**src/rtl/twog_pkg.sv**
```systemverilog
package twog_pkg;
  // strobes from the control to the datapath
  typedef struct packed {
    logic capture;   // trigger accepted this cycle: sample the sum
    logic transfer;  // transfer completes this cycle: load output, step counter
  } twogStrobes_t;
endpackage

```
**src/rtl/twog_ctrl.sv**
```systemverilog
module twog_ctrl
  import twog_pkg::*;
#(
  parameter int LATENCY = 3
) (
  input  logic         clk,
  input  logic         rst_n,
  input  logic         trigIn,
  input  logic         enable,
  output twogStrobes_t strobes
);
  localparam int PH_W = $clog2(LATENCY + 1);
  localparam logic [PH_W-1:0] LAST = PH_W'(LATENCY);

  logic [PH_W-1:0] phase;
  logic idle;

  assign idle             = (phase == '0);
  assign strobes.capture  = trigIn && enable && idle;
  assign strobes.transfer = (phase == LAST);

  always_ff @(posedge clk) begin
    if (!rst_n) begin
      phase <= '0;
    end else if (strobes.capture) begin
      phase <= PH_W'(1);
    end else if (!idle) begin
      phase <= strobes.transfer ? '0 : phase + PH_W'(1);
    end
  end
endmodule

```
**src/rtl/twog_datapath.sv**
```systemverilog
module twog_datapath
  import twog_pkg::*;
#(
  parameter int DATA_W = 12,
  parameter int AMP_W  = 4
) (
  input  logic              clk,
  input  logic              rst_n,
  input  twogStrobes_t      strobes,
  input  logic [DATA_W-1:0] heldData,
  input  logic [AMP_W-1:0]  ampCode,
  output logic [DATA_W-1:0] dataOut,
  output logic [DATA_W-1:0] triCount
);
  localparam logic [DATA_W-1:0] FULL = {DATA_W{1'b1}};
  localparam int SAT_CODE = DATA_W - 1;

  logic [DATA_W-1:0] peakVal;
  logic [DATA_W:0]   rawSum;
  logic [DATA_W-1:0] clipSum;
  logic [DATA_W-1:0] sumReg;
  logic              goingDown;
  logic [DATA_W-1:0] nextCount;
  logic              nextDown;

  always_comb begin
    if (int'(ampCode) >= SAT_CODE) peakVal = FULL;
    else                           peakVal = DATA_W'((1 << (int'(ampCode) + 1)) - 1);
  end

  assign rawSum  = {1'b0, heldData} + {1'b0, triCount};
  assign clipSum = rawSum[DATA_W] ? FULL : rawSum[DATA_W-1:0];

  always_comb begin
    nextCount = triCount;
    nextDown  = goingDown;
    if (!goingDown) begin
      if (triCount < peakVal) begin
        nextCount = triCount + DATA_W'(1);
        nextDown  = (nextCount >= peakVal);
      end else begin
        nextCount = triCount - DATA_W'(1);
        nextDown  = 1'b1;
      end
    end else begin
      if (triCount == '0) begin
        nextCount = DATA_W'(1);
        nextDown  = 1'b0;
      end else begin
        nextCount = triCount - DATA_W'(1);
        nextDown  = (nextCount != '0);
      end
    end
  end

  always_ff @(posedge clk) begin
    if (!rst_n) begin
      sumReg    <= '0;
      dataOut   <= '0;
      triCount  <= '0;
      goingDown <= 1'b0;
    end else begin
      if (strobes.capture) sumReg <= clipSum;
      if (strobes.transfer) begin
        dataOut   <= sumReg;
        triCount  <= nextCount;
        goingDown <= nextDown;
      end
    end
  end
endmodule

```
**src/rtl/triwave_offset_gen.sv**
```systemverilog
module triwave_offset_gen
  import twog_pkg::*;
#(
  parameter int DATA_W  = 12,
  parameter int AMP_W   = 4,
  parameter int LATENCY = 3
) (
  input  logic              clk,
  input  logic              rst_n,
  input  logic              trigIn,
  input  logic              enable,
  input  logic [DATA_W-1:0] heldData,
  input  logic [AMP_W-1:0]  ampCode,
  output logic [DATA_W-1:0] dataOut
);
  twogStrobes_t      strobes;
  logic [DATA_W-1:0] triCount;

  twog_ctrl #(.LATENCY(LATENCY)) u_ctrl (
    .clk     (clk),
    .rst_n   (rst_n),
    .trigIn  (trigIn),
    .enable  (enable),
    .strobes (strobes)
  );

  twog_datapath #(.DATA_W(DATA_W), .AMP_W(AMP_W)) u_dp (
    .clk      (clk),
    .rst_n    (rst_n),
    .strobes  (strobes),
    .heldData (heldData),
    .ampCode  (ampCode),
    .dataOut  (dataOut),
    .triCount (triCount)
  );
endmodule

```
**config.mk**
```make
export PLATFORM = sky130hd
export DESIGN_NAME = triwave_offset_gen
export DESIGN_NICKNAME = d
export VERILOG_FILES = /design/src/rtl/twog_pkg.sv /design/src/rtl/twog_ctrl.sv /design/src/rtl/twog_datapath.sv /design/src/rtl/triwave_offset_gen.sv
export SDC_FILE = /design/constraint.sdc
export NUM_CORES = 1
export LEC_CHECK = 0
export ABC_AREA = 1
export BUFFER_PORTS_ARGS = -buffer_cell sky130_fd_sc_hd__buf_2
export CAP_MARGIN = 10
export CORE_UTILIZATION = 40
export CTS_CLUSTER_SIZE = 24
export DETAILED_ROUTE_END_ITERATION = 8
export GPL_TIMING_DRIVEN = 0
export HOLD_SLACK_MARGIN = 0.06
export PLACE_DENSITY = 0.67
export SYNTH_ARGS = -nofsm -noshare
export SYNTH_HDL_FRONTEND = slang
export SYNTH_SLANG_ARGS = --single-unit
```
**constraint.sdc**
```tcl
create_clock -name clk -period 5.5 [get_ports clk]
set_clock_uncertainty 0.1 [all_clocks]
set_input_delay 1.1 -clock clk [delete_from_list [all_inputs] [get_ports clk]]
set_output_delay 1.1 -clock clk [all_outputs]
set_load 0.1 [all_outputs]
```
-- Word-level counts from Yosys, hierarchy flattened
Cells that the tools add are included.
- flip-flop bits (word level): 39
- logic and storage cells: 36
- input bits: 20
- add/subtract/negate cells: 6
- multiplexer cells: 11
- reduce and logical (&&, ||, !) cells: 6
- shift operators: 1
- bitwise logic cells: 1
- magnitude comparators: 3
- equal/unequal tests: 2
- operators by type and width (cell ; count):
    12-bit 2-to-1 mux ; 5
    1-bit by 32-bit left shift with 12-bit output (first input constant) ; 1
    12-bit by 12-bit adder with 13-bit output ; 1
    12-bit by 1-bit adder with 12-bit output (second input constant) ; 1
    12-bit >= comparator ; 1
    12-bit zero test ; 1
    12-bit < comparator ; 1
    12-bit nonzero test ; 1
    12-bit by 1-bit subtractor with 12-bit output (second input constant) ; 1
    12-bit by 2-bit subtractor with 12-bit output (second input constant) ; 1
    4-bit by 1-bit adder with 5-bit output (second input constant) ; 1
    1-bit 2-to-1 mux ; 5
    4-bit >= comparator (second input constant) ; 1
    2-bit by 1-bit adder with 2-bit output (second input constant) ; 1
    2-bit == test (second input constant) ; 1
    1-bit logical AND ; 2
    2-bit zero test ; 1
    2-bit 2-to-1 mux ; 1
    2-bit != test (second input constant) ; 1
    2-bit OR reduction ; 1
    1-bit NOT ; 1

-- Logic depth before layout (Yosys ltp)
- word-level depth: 7
- gate-level depth with buffers: 24
- depth with buffers taken out: 23

-- Cells and area by module
A second synthesis with hierarchy kept.
- cell total of the unflattened synthesis: 533
- area, all modules: 3559.7 um^2
- modules (own cells, without submodules) (module ; instances ; sequential area each (um^2) ; cells an instance ; area an instance (um^2)):
    twog_datapath ; 1 ; 740.7 ; 513 ; 3427.0
    twog_ctrl ; 1 ; 40.0 ; 20 ; 132.6

-- Worst setup path before layout
OpenSTA, ideal clock, no wires.
- path type: in2reg
- start: input ampCode[0]
- end: register u_dp.goingDown
- data required time: 5.257 ns
- data arrival time: 3.185 ns
- slack: 2.072 ns
- cell stages on the path: 21
- setup time: 0.143 ns
- cells stage by stage: nor2_2 > nand3_1 > ha_1 > nand2_2 > inv_2 > nand2_1 > o21ai_0 > a21oi_1 > ha_1 > nand2_1 > o21a_1 > nand2_1 > nand2_1 > nand2_1 > nor2_1 > nand2_1 > nand2_2 > buf_6 > nand3_2 > o21ai_2 > a21oi_1
- word-level cells in the longest chain between the ends: 7
- elaborated cells on any way between the ends: 9
- classes of those cells: add/sub: 2; order compare: 3; shift: 1; mux: 3
- RTL lines (item ; line ; source):
    start: declaration ; triwave_offset_gen.sv:13 ; input logic [AMP_W-1:0] ampCode,
    4-bit by 1-bit adder with 5-bit output ; twog_datapath.sv:28 ; else peakVal = DATA_W'((1 << (int'(ampCode) + 1)) - 1);
    1-bit by 32-bit left shift with 12-bit output ; twog_datapath.sv:28 ;
    12-bit by 2-bit subtractor with 12-bit output ; twog_datapath.sv:28 ;
    12-bit 2-to-1 mux (*) ; twog_datapath.sv:27 ; if (int'(ampCode) >= SAT_CODE) peakVal = FULL;
    12-bit >= comparator or 12-bit < comparator (tied branches) ; twog_datapath.sv:40, twog_datapath.sv:38 ;
    1-bit 2-to-1 mux (*) ; twog_datapath.sv:38 ; if (triCount < peakVal) begin
    1-bit 2-to-1 mux (*) ; twog_datapath.sv:37 ; if (!goingDown) begin
    end signal: assignment ; twog_datapath.sv:67 ; goingDown <= nextDown;
    end: declaration ; twog_datapath.sv:22 ; logic goingDown;
Every way passes the cells marked *; elsewhere a longest branch is shown, timed or not.
A chain may end at the register's enable or synchronous reset.

-- Final worst setup path
Same ends and word-level chain as after synthesis.

==> flow_summary.yaml <==
grt:
  grt_overflow: 0
  grt_util_all_layers_pct: 19.15
  grt_pass1_wl_um: 15040
  grt_antenna_before_repair: 0
  grt_pass1_vias: 3415
  grt_max_degree: 14
drt:
  ant_nets: 0
  route.detailed.wl_per_inst_um: 12.59
  drtIter0Drc: 112
  vias: 3511
  vias_per_cell: 5.001
  drt-pass1-iter-count: 4
  routed_wirelength_um: 8839
  drc: 0
yosys:
  synth.distinct_cells: 42
  synth_warnings: 0
  synth.largest_area_cell: "dfxtp_1"
  syn_avg_cell_area_um2: 6.570
  ys_ff_latch: 39
  synth-seq-area-share_pct: 21.49
  synthTopCellsByArea: "dfxtp_1 (21%), ha_1 (14%), nand2_1 (12%), inv_1 (8.1%), a21oi_1 (6.1%)"
  syn_inst: 553
  async_reset_ff_share_pct: 0
  synth-edff-count: 0
  ys.flop_type: "dfxtp_1"
  synth.top_cell.area_share_pct: 21.49
  netlist_area_um2: 3633
floorplan:
  die-width_um: 97.31
  die_area_um2: 9469
  io_pins: 32
  initial_utilization_pct: 41.46
  die_height_um: 97.31
  coreArea_um2: 8763
  placementRows: 34
placement:
  dp_cells: 694
  port_buffers: 31
  pre_cts_ws_ns: 1.514
  gp_congestion: 0.9133
  hpwl_um: 7301
setup_path:
  critPathTopFamily: "simple AND/OR/NAND/NOR gates"
  worst-path-buf-inv: 3
  crit_fanout: 10
  path_class: "input port to flip-flop"
  max_stage_delay_ns: 0.28
  worstPathArrival_ns: 3.76
  path_cells: "buf_2 > nor2_2 > nand3_1 > ha_1 > nand2_2 > inv_2 > nand2_1 > o21ai_0 > a21oi_1 > ha_1 > nand2_1 > o21a_1 > nand2_1 > nand2_1 > nand2_1 > nor2_1 > nand2_1 > nand2_2 > buf_6 > nand3_2 > o21ai_2 > a21oi_1"
  crit_path_frequent_cell: "nand2_1"
  cp.required_ns: 5.55
  critical_path.slowest_cell: "ha_1"
  worstSetupEndpointType: "flip-flop"
  startpoint_type: "input port"
clock_tree:
  htreeDepth: 2
  clkLatencyLatePin_ns: 0.29
  cts_root_buf: "clkbuf_8"
  clkSinkCount: 39
  postCtsHoldBufs: 0
  clk_pin_slew_worst_paths_ns: 0.08
  cts_buffers: 5
  cts_tree: "built"
  cts.path.max_buffers: 2
  postCtsSetupRepairBufs: 0
  post_cts_resized: 0
outcome:
  outcome: "finished, final reports clean"
sta:
  fin_ws_ns: 1.795
  drv_slew: 0
  rsz0062_at_grt: "false"
  tns_ns: 0
  setup_viol: 0
  slew_headroom_pct: 59.43
  tightest_slew_ns: 0.6085
  hold_violations: 0
  fin_crit_sh_pct: 67.37
  fmax_mhz: 269.9
  period_minus_slack_ns: 3.705
pwr:
  vdd_ir_drop_max_mv: 0.1138
  p_leak_nw: 2.206
  power_density_nw_per_um2: 270.4
final_layout:
  final_cells: 702
  final_common_cell: "nand2_1"
  drive_gt1_share_pct: 15.49
  area_delta_synth_final_pct: 11.29
  layout.nets: 654
  layout_common_cells: "nand2_1 (118), inv_1 (78), nor2_1 (48), a21oi_1 (44), ha_1 (40)"
  n_antenna_cell: 0
  fill_cells: 896
min_path:
  hold_class: "flip-flop to flip-flop"
flow_run:
  cap_violations: 0
state kept, by name, summed over array words and instances, names as in the netlist:
| register | flops |
|---|---|
| u_dp.dataOut | 12 |
| u_dp.sumReg | 12 |
| u_dp.triCount | 12 |
| u_ctrl.phase | 2 |
| u_dp.goingDown | 1 |
cells in the mapped netlist, types with 6 or more instances:
cell,number
xor2_1,20
nand2_2,8
o21ai_0,33
a31oi_1,7
clkbuf_1,12
a21oi_1,44
nand3_2,11
nand2_1,118
a21oi_2,8
nand4_1,7
nand3_1,22
dfxtp_1,39
inv_2,6
ha_1,40
nor2_1,48
nor3_1,11
inv_1,78
where the power goes:
part	leakage, nW	internal (mW)	total, mW	switching, mW
clock network	0.0581	0.135	0.236	0.101
registers	0.317	0.328	0.357	0.0286
logic	1.83	0.133	0.500	0.367
total	2.21	0.596	1.09	0.497
worst min-delay path: stages, from the launching register on:
cell	delay, ns
dfxtp_1	0.30
inv_1	0.06
a21oi_1	0.06
stage by stage:
stage	hold WS [ns]	cell area, um2	util [%]	power, mW
final	0.3632	4044	46.15	1.093
after global routing	0.4011	4044	46.15	1.176
after CTS	0.3656	4044	46.15	1.099
after detailed placement	0.3544	3931	44.86	0.8600
after global placement	0.3493	3931	44.86	0.8481
after floorplan	0.3297	3641	-	0.7597
metal layers:
| metal | part of all wire (%) | GRT usage, % |
|---|---|---|
| met2 | 51 | 36.62 |
| met5 | 0 | 0 |
| met3 | 3.4 | 2.950 |
| met1 | 44 | 21.56 |
| met4 | 1.9 | 5.882 |
cell type report:
cell class / instances / area [um2] / area share, %
timing repair buffer: 31 / 155.1 / 3.837
buffer: 19 / 95.09 / 2.351
clock inverter: 3 / 43.79 / 1.083
multi-input combinational: 413 / 2450 / 60.58
inverter: 84 / 315.3 / 7.797
clock buffer: 5 / 68.82 / 1.702
tap: 108 / 135.1 / 3.342
sequential: 39 / 780.7 / 19.31
final timing paths:
kind / from / end / slack [ns] / cells after the start
hold reg to reg: u_dp.sumReg[10] / u_dp.dataOut[10] / 0.36 / 2
setup reg to reg: u_dp.triCount[0] / u_dp.goingDown / 2.30 / 17
setup / recovery: ampCode[0] / u_dp.goingDown / 1.79 / 22
hold / removal: u_dp.sumReg[10] / u_dp.dataOut[10] / 0.36 / 2
cells by family (layout without fill, tap and decap cells):
kind of cell             count (synthesis)  in the layout  synth area share, %
XOR/XNOR                                24             24                5.785
buffers and inverters                  103            142                11.29
AO/OA/AOI/OAI                          106            106                16.74
other                                    1              3               0.1032
AND/OR/NAND/NOR                        239            239                30.27
flip-flops                              39             39                21.49
adder cells (fa/ha/maj)                 41             41                14.33
Note: power is estimated with default switching activity, not from simulation.
